==> src/rtl/i2cs_pkg.sv <==
package i2cs_pkg;
  localparam int BYTE_W = 8;
  localparam int FLAG_W = 6;
  localparam int FL_START  = 0;
  localparam int FL_AMATCH = 1;
  localparam int FL_TXDONE = 2;
  localparam int FL_RXDONE = 3;
  localparam int FL_OVR    = 4;
  localparam int FL_NACK   = 5;

  typedef enum logic [3:0] {
    ST_IDLE,
    ST_ADDR,
    ST_AACK,
    ST_AEND,
    ST_TXB,
    ST_TXREL,
    ST_TXCHK,
    ST_RXB,
    ST_RXACK,
    ST_RXEND
  } eng_state_t;
endpackage

==> src/rtl/i2cs_line_sync.sv <==
module i2cs_line_sync #(
  parameter int STAGES = 2
) (
  input  logic clk,
  input  logic rst_n,
  input  logic scl_i,
  input  logic sda_i,
  output logic scl_s,
  output logic sda_s,
  output logic scl_rise,
  output logic scl_fall,
  output logic start_det,
  output logic stop_det
);
  logic [STAGES-1:0] scl_ff, sda_ff;
  logic scl_q, sda_q;

  always_ff @(posedge clk or negedge rst_n) begin
    if (!rst_n) begin
      scl_ff <= '1;
      sda_ff <= '1;
      scl_q  <= 1'b1;
      sda_q  <= 1'b1;
    end else begin
      scl_ff[0] <= scl_i;
      sda_ff[0] <= sda_i;
      for (int k = 1; k < STAGES; k++) begin
        scl_ff[k] <= scl_ff[k-1];
        sda_ff[k] <= sda_ff[k-1];
      end
      scl_q <= scl_ff[STAGES-1];
      sda_q <= sda_ff[STAGES-1];
    end
  end

  assign scl_s     = scl_ff[STAGES-1];
  assign sda_s     = sda_ff[STAGES-1];
  assign scl_rise  = scl_s & ~scl_q;
  assign scl_fall  = ~scl_s & scl_q;
  assign start_det = scl_s & scl_q & sda_q & ~sda_s;
  assign stop_det  = scl_s & scl_q & ~sda_q & sda_s;
endmodule

==> src/rtl/i2cs_addr_match.sv <==
module i2cs_addr_match #(
  parameter int SLOTS = 4,
  parameter int AW    = 7
) (
  input  logic                      clk,
  input  logic                      rst_n,
  input  logic [SLOTS-1:0][AW-1:0]  slot_addr,
  input  logic [SLOTS-1:0]          slot_en,
  input  logic [AW-1:0]             rx_addr,
  output logic [SLOTS-1:0]          hit_oh
);
  logic [SLOTS-1:0] raw_hit;

  for (genvar g = 0; g < SLOTS; g++) begin : g_cmp
    assign raw_hit[g] = slot_en[g] && (slot_addr[g] == rx_addr);
  end

  // lowest slot index has priority
  always_comb begin
    hit_oh = '0;
    for (int k = SLOTS - 1; k >= 0; k--) begin
      if (raw_hit[k]) hit_oh = SLOTS'(1) << k;
    end
  end


  hit_enabled_chk: assert property (@(posedge clk) disable iff (!rst_n)
    (hit_oh != '0) |-> ((hit_oh & slot_en) == hit_oh));
endmodule

==> src/rtl/i2cs_byte_bufs.sv <==
module i2cs_byte_bufs #(
  parameter int DW = 8
) (
  input  logic          clk,
  input  logic          rst_n,
  input  logic          tx_valid,
  output logic          tx_ready,
  input  logic [DW-1:0] tx_data,
  input  logic          tx_take,
  output logic [DW-1:0] tx_byte,
  output logic          tx_accept,
  input  logic          rx_push,
  input  logic [DW-1:0] rx_byte,
  output logic          rx_valid,
  input  logic          rx_ready,
  output logic [DW-1:0] rx_data,
  output logic          rx_overrun
);
  logic          tx_full;
  logic [DW-1:0] tx_hold;

  assign tx_ready   = ~tx_full;
  assign tx_accept  = tx_valid & tx_ready;
  assign tx_byte    = tx_full ? tx_hold : '1;
  assign rx_overrun = rx_push & rx_valid & ~rx_ready;

  always_ff @(posedge clk or negedge rst_n) begin
    if (!rst_n) begin
      tx_full <= 1'b0;
      tx_hold <= '0;
    end else begin
      if (tx_take) tx_full <= 1'b0;
      if (tx_accept) begin
        tx_full <= 1'b1;
        tx_hold <= tx_data;
      end
    end
  end

  always_ff @(posedge clk or negedge rst_n) begin
    if (!rst_n) begin
      rx_valid <= 1'b0;
      rx_data  <= '0;
    end else if (rx_push && !rx_overrun) begin
      rx_valid <= 1'b1;
      rx_data  <= rx_byte;
    end else if (rx_ready) begin
      rx_valid <= 1'b0;
    end
  end


  overrun_keeps_chk: assert property (@(posedge clk) disable iff (!rst_n)
    rx_overrun |=> (rx_valid && $stable(rx_data)));
endmodule

==> src/rtl/i2c_multi_slave.sv <==
module i2c_multi_slave
  import i2cs_pkg::*;
#(
  parameter int SLOTS       = 4,
  parameter int AW          = 7,
  parameter int SYNC_STAGES = 2
) (
  input  logic                     clk,
  input  logic                     rst_n,
  input  logic                     scl_i,
  input  logic                     sda_i,
  output logic                     sda_oe,
  input  logic [SLOTS-1:0][AW-1:0] slot_addr,
  input  logic [SLOTS-1:0]         slot_en,
  input  logic                     ack_val,
  input  logic                     tx_valid,
  output logic                     tx_ready,
  input  logic [BYTE_W-1:0]        tx_data,
  output logic                     rx_valid,
  input  logic                     rx_ready,
  output logic [BYTE_W-1:0]        rx_data,
  input  logic [FLAG_W-1:0]        flag_clr,
  output logic [FLAG_W-1:0]        irq_flags,
  output logic                     busy,
  output logic                     bus_active,
  output logic                     mode_tx,
  output logic [SLOTS-1:0]         matched
);
  localparam int CW = $clog2(BYTE_W) + 1;
  localparam logic [CW-1:0] LAST_BIT = CW'(BYTE_W - 1);

  logic scl_s, sda_s, scl_rise, scl_fall, start_det, stop_det;
  eng_state_t state;
  logic [CW-1:0]     bit_cnt;
  logic [BYTE_W-1:0] shreg, shin, tx_byte;
  logic [SLOTS-1:0]  hit_oh;
  logic [FLAG_W-1:0] fset;
  logic last_rise, addr_done, mismatch_evt, txdone_evt;
  logic tx_take, tx_accept, rx_push, rx_overrun;

  i2cs_line_sync #(.STAGES(SYNC_STAGES)) u_sync (
    .clk(clk), .rst_n(rst_n), .scl_i(scl_i), .sda_i(sda_i),
    .scl_s(scl_s), .sda_s(sda_s), .scl_rise(scl_rise), .scl_fall(scl_fall),
    .start_det(start_det), .stop_det(stop_det)
  );

  assign shin = {shreg[BYTE_W-2:0], sda_s};

  i2cs_addr_match #(.SLOTS(SLOTS), .AW(AW)) u_match (
    .clk(clk), .rst_n(rst_n), .slot_addr(slot_addr), .slot_en(slot_en),
    .rx_addr(shin[BYTE_W-1 -: AW]), .hit_oh(hit_oh)
  );

  i2cs_byte_bufs #(.DW(BYTE_W)) u_bufs (
    .clk(clk), .rst_n(rst_n),
    .tx_valid(tx_valid), .tx_ready(tx_ready), .tx_data(tx_data),
    .tx_take(tx_take), .tx_byte(tx_byte), .tx_accept(tx_accept),
    .rx_push(rx_push), .rx_byte(shin), .rx_valid(rx_valid),
    .rx_ready(rx_ready), .rx_data(rx_data), .rx_overrun(rx_overrun)
  );

  assign last_rise    = scl_rise && (bit_cnt == LAST_BIT);
  assign addr_done    = !start_det && !stop_det && (state == ST_ADDR) && last_rise;
  assign mismatch_evt = addr_done && (hit_oh == '0);
  assign txdone_evt   = !start_det && !stop_det && (state == ST_TXB) && last_rise;
  assign rx_push      = !start_det && !stop_det && (state == ST_RXB) && last_rise;
  assign tx_take      = !start_det && !stop_det && (state == ST_AEND) && scl_fall && mode_tx;

  always_comb begin
    fset = '0;
    fset[FL_START]  = start_det;
    fset[FL_AMATCH] = addr_done && (hit_oh != '0);
    fset[FL_TXDONE] = txdone_evt;
    fset[FL_RXDONE] = rx_push && !rx_overrun;
    fset[FL_OVR]    = rx_overrun;
    fset[FL_NACK]   = !start_det && !stop_det && (state == ST_TXCHK) &&
                      scl_rise && (sda_s != ack_val);
  end

  always_ff @(posedge clk or negedge rst_n) begin
    if (!rst_n) irq_flags <= '0;
    else        irq_flags <= (irq_flags & ~flag_clr) | fset;
  end

  always_ff @(posedge clk or negedge rst_n) begin
    if (!rst_n)                            busy <= 1'b0;
    else if (stop_det)                     busy <= 1'b0;
    else if (start_det || tx_accept)       busy <= 1'b1;
    else if (mismatch_evt || txdone_evt)   busy <= 1'b0;
  end

  always_ff @(posedge clk or negedge rst_n) begin
    if (!rst_n) begin
      state      <= ST_IDLE;
      bit_cnt    <= '0;
      shreg      <= '0;
      sda_oe     <= 1'b0;
      bus_active <= 1'b0;
      mode_tx    <= 1'b0;
      matched    <= '0;
    end else if (start_det) begin
      state      <= ST_ADDR;
      bit_cnt    <= '0;
      sda_oe     <= 1'b0;
      bus_active <= 1'b1;
    end else if (stop_det) begin
      state      <= ST_IDLE;
      sda_oe     <= 1'b0;
      bus_active <= 1'b0;
    end else begin
      unique case (state)
        ST_ADDR: if (scl_rise) begin
          shreg   <= shin;
          bit_cnt <= bit_cnt + 1'b1;
          if (last_rise) begin
            matched <= hit_oh;
            if (hit_oh != '0) begin
              mode_tx <= shin[0];
              state   <= ST_AACK;
            end else begin
              state   <= ST_IDLE;
            end
          end
        end
        ST_AACK: if (scl_fall) begin
          sda_oe <= ~ack_val;
          state  <= ST_AEND;
        end
        ST_AEND: if (scl_fall) begin
          bit_cnt <= '0;
          if (mode_tx) begin
            shreg  <= tx_byte;
            sda_oe <= ~tx_byte[BYTE_W-1];
            state  <= ST_TXB;
          end else begin
            sda_oe <= 1'b0;
            state  <= ST_RXB;
          end
        end
        ST_TXB: begin
          if (scl_rise) begin
            bit_cnt <= bit_cnt + 1'b1;
            if (last_rise) state <= ST_TXREL;
          end
          if (scl_fall) begin
            shreg  <= shreg << 1;
            sda_oe <= ~shreg[BYTE_W-2];
          end
        end
        ST_TXREL: if (scl_fall) begin
          sda_oe <= 1'b0;
          state  <= ST_TXCHK;
        end
        ST_TXCHK: if (scl_rise) begin
          state <= sda_s ? ST_IDLE : ST_AEND;
        end
        ST_RXB: if (scl_rise) begin
          shreg   <= shin;
          bit_cnt <= bit_cnt + 1'b1;
          if (last_rise) state <= ST_RXACK;
        end
        ST_RXACK: if (scl_fall) begin
          sda_oe <= ~ack_val;
          state  <= ST_RXEND;
        end
        ST_RXEND: if (scl_fall) begin
          sda_oe  <= 1'b0;
          bit_cnt <= '0;
          state   <= ST_RXB;
        end
        default: ;
      endcase
    end
  end


  start_marks_chk: assert property (@(posedge clk) disable iff (!rst_n)
    start_det |=> (busy && bus_active && irq_flags[FL_START]));


  stop_idles_chk: assert property (@(posedge clk) disable iff (!rst_n)
    stop_det |=> (!busy && !bus_active && state == ST_IDLE));


  ack_level_chk: assert property (@(posedge clk) disable iff (!rst_n)
    (state == ST_AACK && scl_fall && !start_det && !stop_det) |=> (sda_oe == !$past(ack_val)));


  flags_sticky_chk: assert property (@(posedge clk) disable iff (!rst_n)
    1'b1 |=> ((irq_flags & $past(irq_flags & ~flag_clr)) == $past(irq_flags & ~flag_clr)));


  drive_low_scl_chk: assert property (@(posedge clk) disable iff (!rst_n)
    $rose(sda_oe) |-> !scl_s);
endmodule

==> config.mk <==
export PLATFORM = sky130hd
export DESIGN_NAME = i2c_multi_slave
export DESIGN_NICKNAME = d
export VERILOG_FILES = /design/src/rtl/i2cs_pkg.sv /design/src/rtl/i2cs_line_sync.sv /design/src/rtl/i2cs_addr_match.sv /design/src/rtl/i2cs_byte_bufs.sv /design/src/rtl/i2c_multi_slave.sv
export SDC_FILE = /design/constraint.sdc
export NUM_CORES = 1
export LEC_CHECK = 0
export BUFFER_PORTS_ARGS = -buffer_cell sky130_fd_sc_hd__buf_2
export CAP_MARGIN = 10
export CORE_MARGIN = 2
export CORE_UTILIZATION = 57
export DETAILED_ROUTE_END_ITERATION = 8
export PLACE_DENSITY = 0.81
export REMOVE_ABC_BUFFERS = 1
export SYNTH_ARGS = -nofsm -noshare
export SYNTH_HDL_FRONTEND = slang
export SYNTH_SLANG_ARGS = --single-unit
==> constraint.sdc <==
create_clock -name clk -period 4.8 [get_ports clk]
set_input_delay 0.48 -clock clk [delete_from_list [all_inputs] [get_ports clk]]
set_output_delay 0.48 -clock clk [all_outputs]
set_load 0.01 [all_outputs]
* Word level (Yosys, flattened, before mapping) *
Index checks and enable logic that the tools add are counted.

storage, ports and cells
  input port bits = 53
  bits in registers = 53
  logic and storage cells = 176
  output and inout bits = 24

operators by class
  reduce and logical (&&, ||, !) cells = 47
  bitwise gates (word level) = 24
  mux-type cells = 50
  add/subtract/negate cells = 1
  equal/unequal tests = 37

operator list
  operator                                                         number
  4-bit 2-to-1 mux                                                 22
  4-bit != test, second input constant                             13
  4-bit case mux with 9 select lines                               1
  7-bit == test                                                    4
  7-bit 2-to-1 mux                                                 4
  1-bit logical AND                                                21
  7-bit case mux with 3 select lines                               1
  4-bit by 3-bit == test with 1-bit output, second input constant  5
  1-bit 2-to-1 mux                                                 16
  13-bit AND reduction                                             1
  1-bit NOT                                                        11
  11-bit nonzero test                                              1
  1-bit bitwise AND                                                10
  5-bit AND reduction                                              2
  3-bit nonzero test                                               3
  4-bit by 2-bit == test with 1-bit output, second input constant  2
  4-bit == test, second input constant                             2
  8-bit 2-to-1 mux                                                 1
  2-bit != test, second input constant                             4
  4-bit by 1-bit != test with 1-bit output, second input constant  2
  4-bit case mux with 2 select lines                               1
  2-bit OR reduction                                               4
  7-bit AND reduction                                              1
  6-bit bitwise AND                                                1
  18 further kinds                                                 26

* Depth between registers and ports, before layout *
  word-level depth = 13
  depth in mapped cells = 9
  mapped depth without buffers = 7

* Modules after synthesis *
From an unflattened synthesis, not the netlist that was laid out.

second synthesis, totals
  cell total of the unflattened synthesis = 295
  area total of the unflattened synthesis = 3080.5 um^2

by module, submodules not included
  module           seq. area each (um^2)  instances  area an instance (um^2)  cells an instance
  i2c_multi_slave  725.7                  1          1760.4                   190
  i2cs_byte_bufs   450.4                  1          775.7                    51
  i2cs_addr_match  0.0                    1          354.1                    44
  i2cs_line_sync   157.7                  1          190.2                    10

* Least setup slack after synthesis *
No wires, ideal clock.

  path kind = register to register
  start point = register u_sync.scl_q
  end point = register shreg[0]
  period minus slack after synthesis = 1943 ps
  data required time = 4675 ps
  path buffers = 1
  slack = 2857 ps
  cell stages (with the launch flop) = 8
  arrival time = 1819 ps
  library setup time = 125 ps
  path through = dfstp_2 > buf_6 > nor2b_4 > a21oi_1 > a31oi_1 > nor2_1 > nor4_4 > mux2_2

on the way
  cells in the longest elaborated chain, start to end = 5
  elaborated cells between the ends (all ways) = 14
  those cells by class = eq/ne (3); bitwise (10); reduce/logical (1)

ends and longest elaborated chain
  item                                               line                                        text
  from (decl)                                        i2cs_line_sync.sv:16                        logic scl_q, sda_q;
  from (signal assigned)                             i2cs_line_sync.sv:31                        scl_q <= scl_ff[STAGES-1];
  1-bit bitwise AND                                  i2cs_line_sync.sv:40, i2cs_line_sync.sv:41
  1-bit bitwise AND (on tied branches) (2 in a row)  i2cs_line_sync.sv:41, i2cs_line_sync.sv:40
  1-bit NOT (no line)                                -
  7-bit AND reduction (no line) *                    -
  to (signal assigned)                               i2c_multi_slave.sv:113                      shreg <= shin;
  to (signal assigned)                               i2c_multi_slave.sv:132                      shreg <= tx_byte;
  to (signal assigned)                               i2c_multi_slave.sv:146                      shreg <= shreg << 1;
  to (decl)                                          i2c_multi_slave.sv:35                       logic [BYTE_W-1:0] shreg, shin, tx_byte;

Every way passes the cells marked *; elsewhere a longest branch is shown, timed or not.
A chain may end at the register's enable or synchronous reset.

* Worst setup path in the final report *
  start point = register state[2]
  end point = register u_bufs.rx_data[7]

on the way
  cells in the longest elaborated chain, start to end = 7

ends and longest elaborated chain
  item                                        line                    text
  from (decl)                                 i2c_multi_slave.sv:33   eng_state_t state;
  from (signal assigned)                      i2c_multi_slave.sv:155  state <= sda_s ? ST_IDLE : ST_AEND;
  4-bit by 3-bit == test with 1-bit output *  i2c_multi_slave.sv:66   assign rx_push = !start_det && !stop_det && (state == ST_RXB) && last_rise;
  1-bit logical AND * (2 in a row)            i2c_multi_slave.sv:66
  1-bit bitwise AND (2 in a row)              i2cs_byte_bufs.sv:25    assign rx_overrun = rx_push & rx_valid & ~rx_ready;
  1-bit logical NOT                           i2cs_byte_bufs.sv:44    end else if (rx_push && !rx_overrun) begin
  1-bit logical AND *                         i2cs_byte_bufs.sv:44
  to (signal assigned)                        i2cs_byte_bufs.sv:46    rx_data <= rx_byte;
  to (decl)                                   i2cs_byte_bufs.sv:16    output logic [DW-1:0] rx_data,

Marks and branches as above.

==> summary.md <==
| Metric | Value |
|---|---|
| Sequential fraction of the synthesis area | 0.4396 |
| TritonCTS clock tree | done |
| Clock-pin slew on the worst setup and hold paths | 0.10 ns |
| Required time worst endpoint | 5.00 ns |
| Clk_skew | 0.01210 ns |
| PortBufs | 76 |
| Worst EP arrival | 2.96 ns |
| Routed WL | 6954 microns |
| Critical path type | reg2reg |
| Cell Area, Synth | 3034 sq um |
| Final Critical Period | 2.757 ns |
| ANT nets after route | 0 |
| Vias in the first global route | 2,289 |
| H-tree lvl count | 2 |
| Initial DRT Pass Iterations | 5 |
| Unique cell type count in the Yosys netlist | 51 |
| Synth warn | 0 |
| Crit path capture type | flip-flop |
| Share of the synthesized area in the top cell type | 0.3876 |
| Num rows | 26 |
| Total negative slack | 0 ns |
| Post_cts resized | 0 |
| DIE WIDTH | 76.96 microns |
| Core Util, Final | 0.6820 |
| Max Freq | 362.8 MHz |
| Ant diodes | 0 |
| Placed Cells incl. Taps | 434 |
| Initial Utilization | 0.5941 |
| Final hold vios | 0 |
| Num Clock Sinks | 53 |
| Die height | 76.96 microns |
| RSZ-0062 raised after global routing | no |
| Post-DP HPWL | 5057 microns |
| Startpoint Class | flip-flop |
| I/O pins | 77 |
| Max-Cap Viols | 0 |
| Final #Nets | 425 |
| Routed vias/inst | 5.552 |
| Worst hold slack | 0.2653 ns |
| Top cells by count, synth | 47 x dfrtp_1, 32 x xnor2_1, 31 x nor2_1 |
| Crit path max fanout | 27 |
| Post-Syn Instances | 310 |
| Count leader, synth | dfrtp_1 |
| Setup Viol. Count Final | 0 |
| CTS Buf Count | 5 |
| Final slew viol count | 0 |
| Share of post-route cells with drive strength above 1 | 0.3360 |
| Mean post-synth cell area | 9.788 sq um |
| Die Area | 5923 sq um |
| Via count | 2,454 |
| Pleak | 0.001574 uW |
| Slew @ Worst Pin | 0.9376 ns |
| Status | completed |
| RD Place Congestion | 0.8969 |
| Hold-fix buffers, CTS | 0 |
| Min-delay worst type | in2async |
| Root Driver | clkbuf_8 |
| Gr usage total | 0.2391 |
| Clock Path Buffers | 2 |
| Largest net degree at the start of global routing | 54 |
| Worst-Skew Late Latency | 0.31 ns |
| # DRC | 0 |
| Yosys top cell by area | dfrtp_1 |
| Ys async rst share | 1.000 |
| Core Footprint | 5107 sq um |
| Maximum VDD drop | 0.2836 mV |
| Slew headroom | 0.3736 |
| Iteration-0 DRC Markers | 256 |
| Area contributors post-synth | dfrtp_1 39%, mux2_2 9.3%, xnor2_1 9.2% |
| Tcrit/Tclk final | 0.5743 |
| Non-filler cells, final | 442 |
| Setup Fix Bufs, Post-CTS | 0 |
| Synthesis-to-layout area growth | 14.80% |
| Grt total ovfl | 0 |
| Post-synth EDFFs | 0 |
| Power Density | 453.5 nW/um^2 |
| Ys flop type | dfrtp_1 |
| Initial antenna violation count | 0 |
| WL/cell | 15.73 microns |
| FF+latch count, synth | 53 |
| First-pass GRT wire length | 11,230 microns |
[where the power goes]
part	switching (uW)	internal (uW)
Clock	159	109
Sequential	172	513
Combinational	301	325
Total	632	948
[through the flow]
step	cell area, sq um	setup slack, ns	total power (uW)
final	3483	2.043	1580
after floorplan	2910	2.583	1137
after global placement	3386	2.197	1288
after detailed placement	3386	2.105	1312
after global routing	3483	1.881	1692
after CTS	3483	2.080	1583
[cell families (layout without fill, tap and decap cells)]
logic type / Yosys count / after routing / share of synthesized area
compound gates: 60 / 60 / 0.1262
xor+xnor: 33 / 33 / 0.09526
fa+ha+maj: 1 / 1 / 0.004123
buf+inv: 32 / 94 / 0.05196
flops: 53 / 53 / 0.4396
mux: 28 / 28 / 0.1027
simple gates: 103 / 103 / 0.1802
[sequential cells by signal, summed over array words and instances (netlist names)]
name,count
bit_cnt,4
u_sync.sda_q,1
u_bufs.rx_data,8
u_bufs.tx_full,1
bus_active,1
busy,1
shreg,7
u_bufs.tx_hold,8
state,4
u_sync.sda_ff,2
sda_oe,1
u_bufs.rx_valid,1
matched,4
u_sync.scl_q,1
irq_flags,6
u_sync.scl_ff,2
mode_tx,1
[routing by layer]
metal | part of all wire | up-vias | track usage
met5 | 0 | - | 0
met4 | 0.016 | 0 | 0.06727
met3 | 0.051 | 9 | 0.03176
met2 | 0.49 | 70 | 0.3868
met1 | 0.44 | 1172 | 0.3385
li1 | - | 1203 | -
[layout make-up]
class / count / area (sq um)
Clock buffer: 5 / 68.82
Tap cell: 70 / 87.58
Fill cell: 436 / 1624
Sequential cell: 53 / 1334
Timing Repair Buffer: 77 / 387.9
Inverter: 9 / 33.78
Clock inverter: 3 / 28.78
Multi-Input combinational cell: 225 / 1543
[critical path: stages (launching register included)]
cell	delay (ns)
dfrtp_1	0.91
nor2b_1	0.38
nand3_1	0.23
nor2b_1	0.72
mux2_2	0.41
[cell usage in the layout (no fill, tap or decap), types with 2 or more instances in the layout]
cell type / n
a211oi_1: 5
a21o_1: 2
a21oi_1: 14
a31oi_1: 3
buf_2: 76
clkbuf_8: 5
dfrtp_1: 47
dfstp_2: 6
inv_1: 8
mux2_2: 25
mux2i_1: 3
nand2_1: 25
nand2b_1: 6
nand3_1: 7
nand4_1: 8
nand4b_1: 2
nor2_1: 31
nor2b_1: 5
nor3_1: 6
o21ai_0: 20
o22ai_1: 3
o31ai_1: 2
o41ai_1: 2
or3_1: 2
xnor2_1: 32
[worst paths after layout]
check	start	endpoint	slack, ns	cells past startpoint
max	state[2]	u_bufs.rx_data[7]	2.04	4
min in group clk	sda_i	u_sync.sda_ff[0]	0.27	1
min	rst_n	irq_flags[0]	0.27	2
max in group asynchronous	rst_n	irq_flags[4]	4.10	2
max reg2reg	state[2]	u_bufs.rx_data[7]	2.04	4
min reg2reg	u_sync.scl_ff[0]	u_sync.scl_ff[1]	0.36	0
Power figures use the tool's default switching activity.
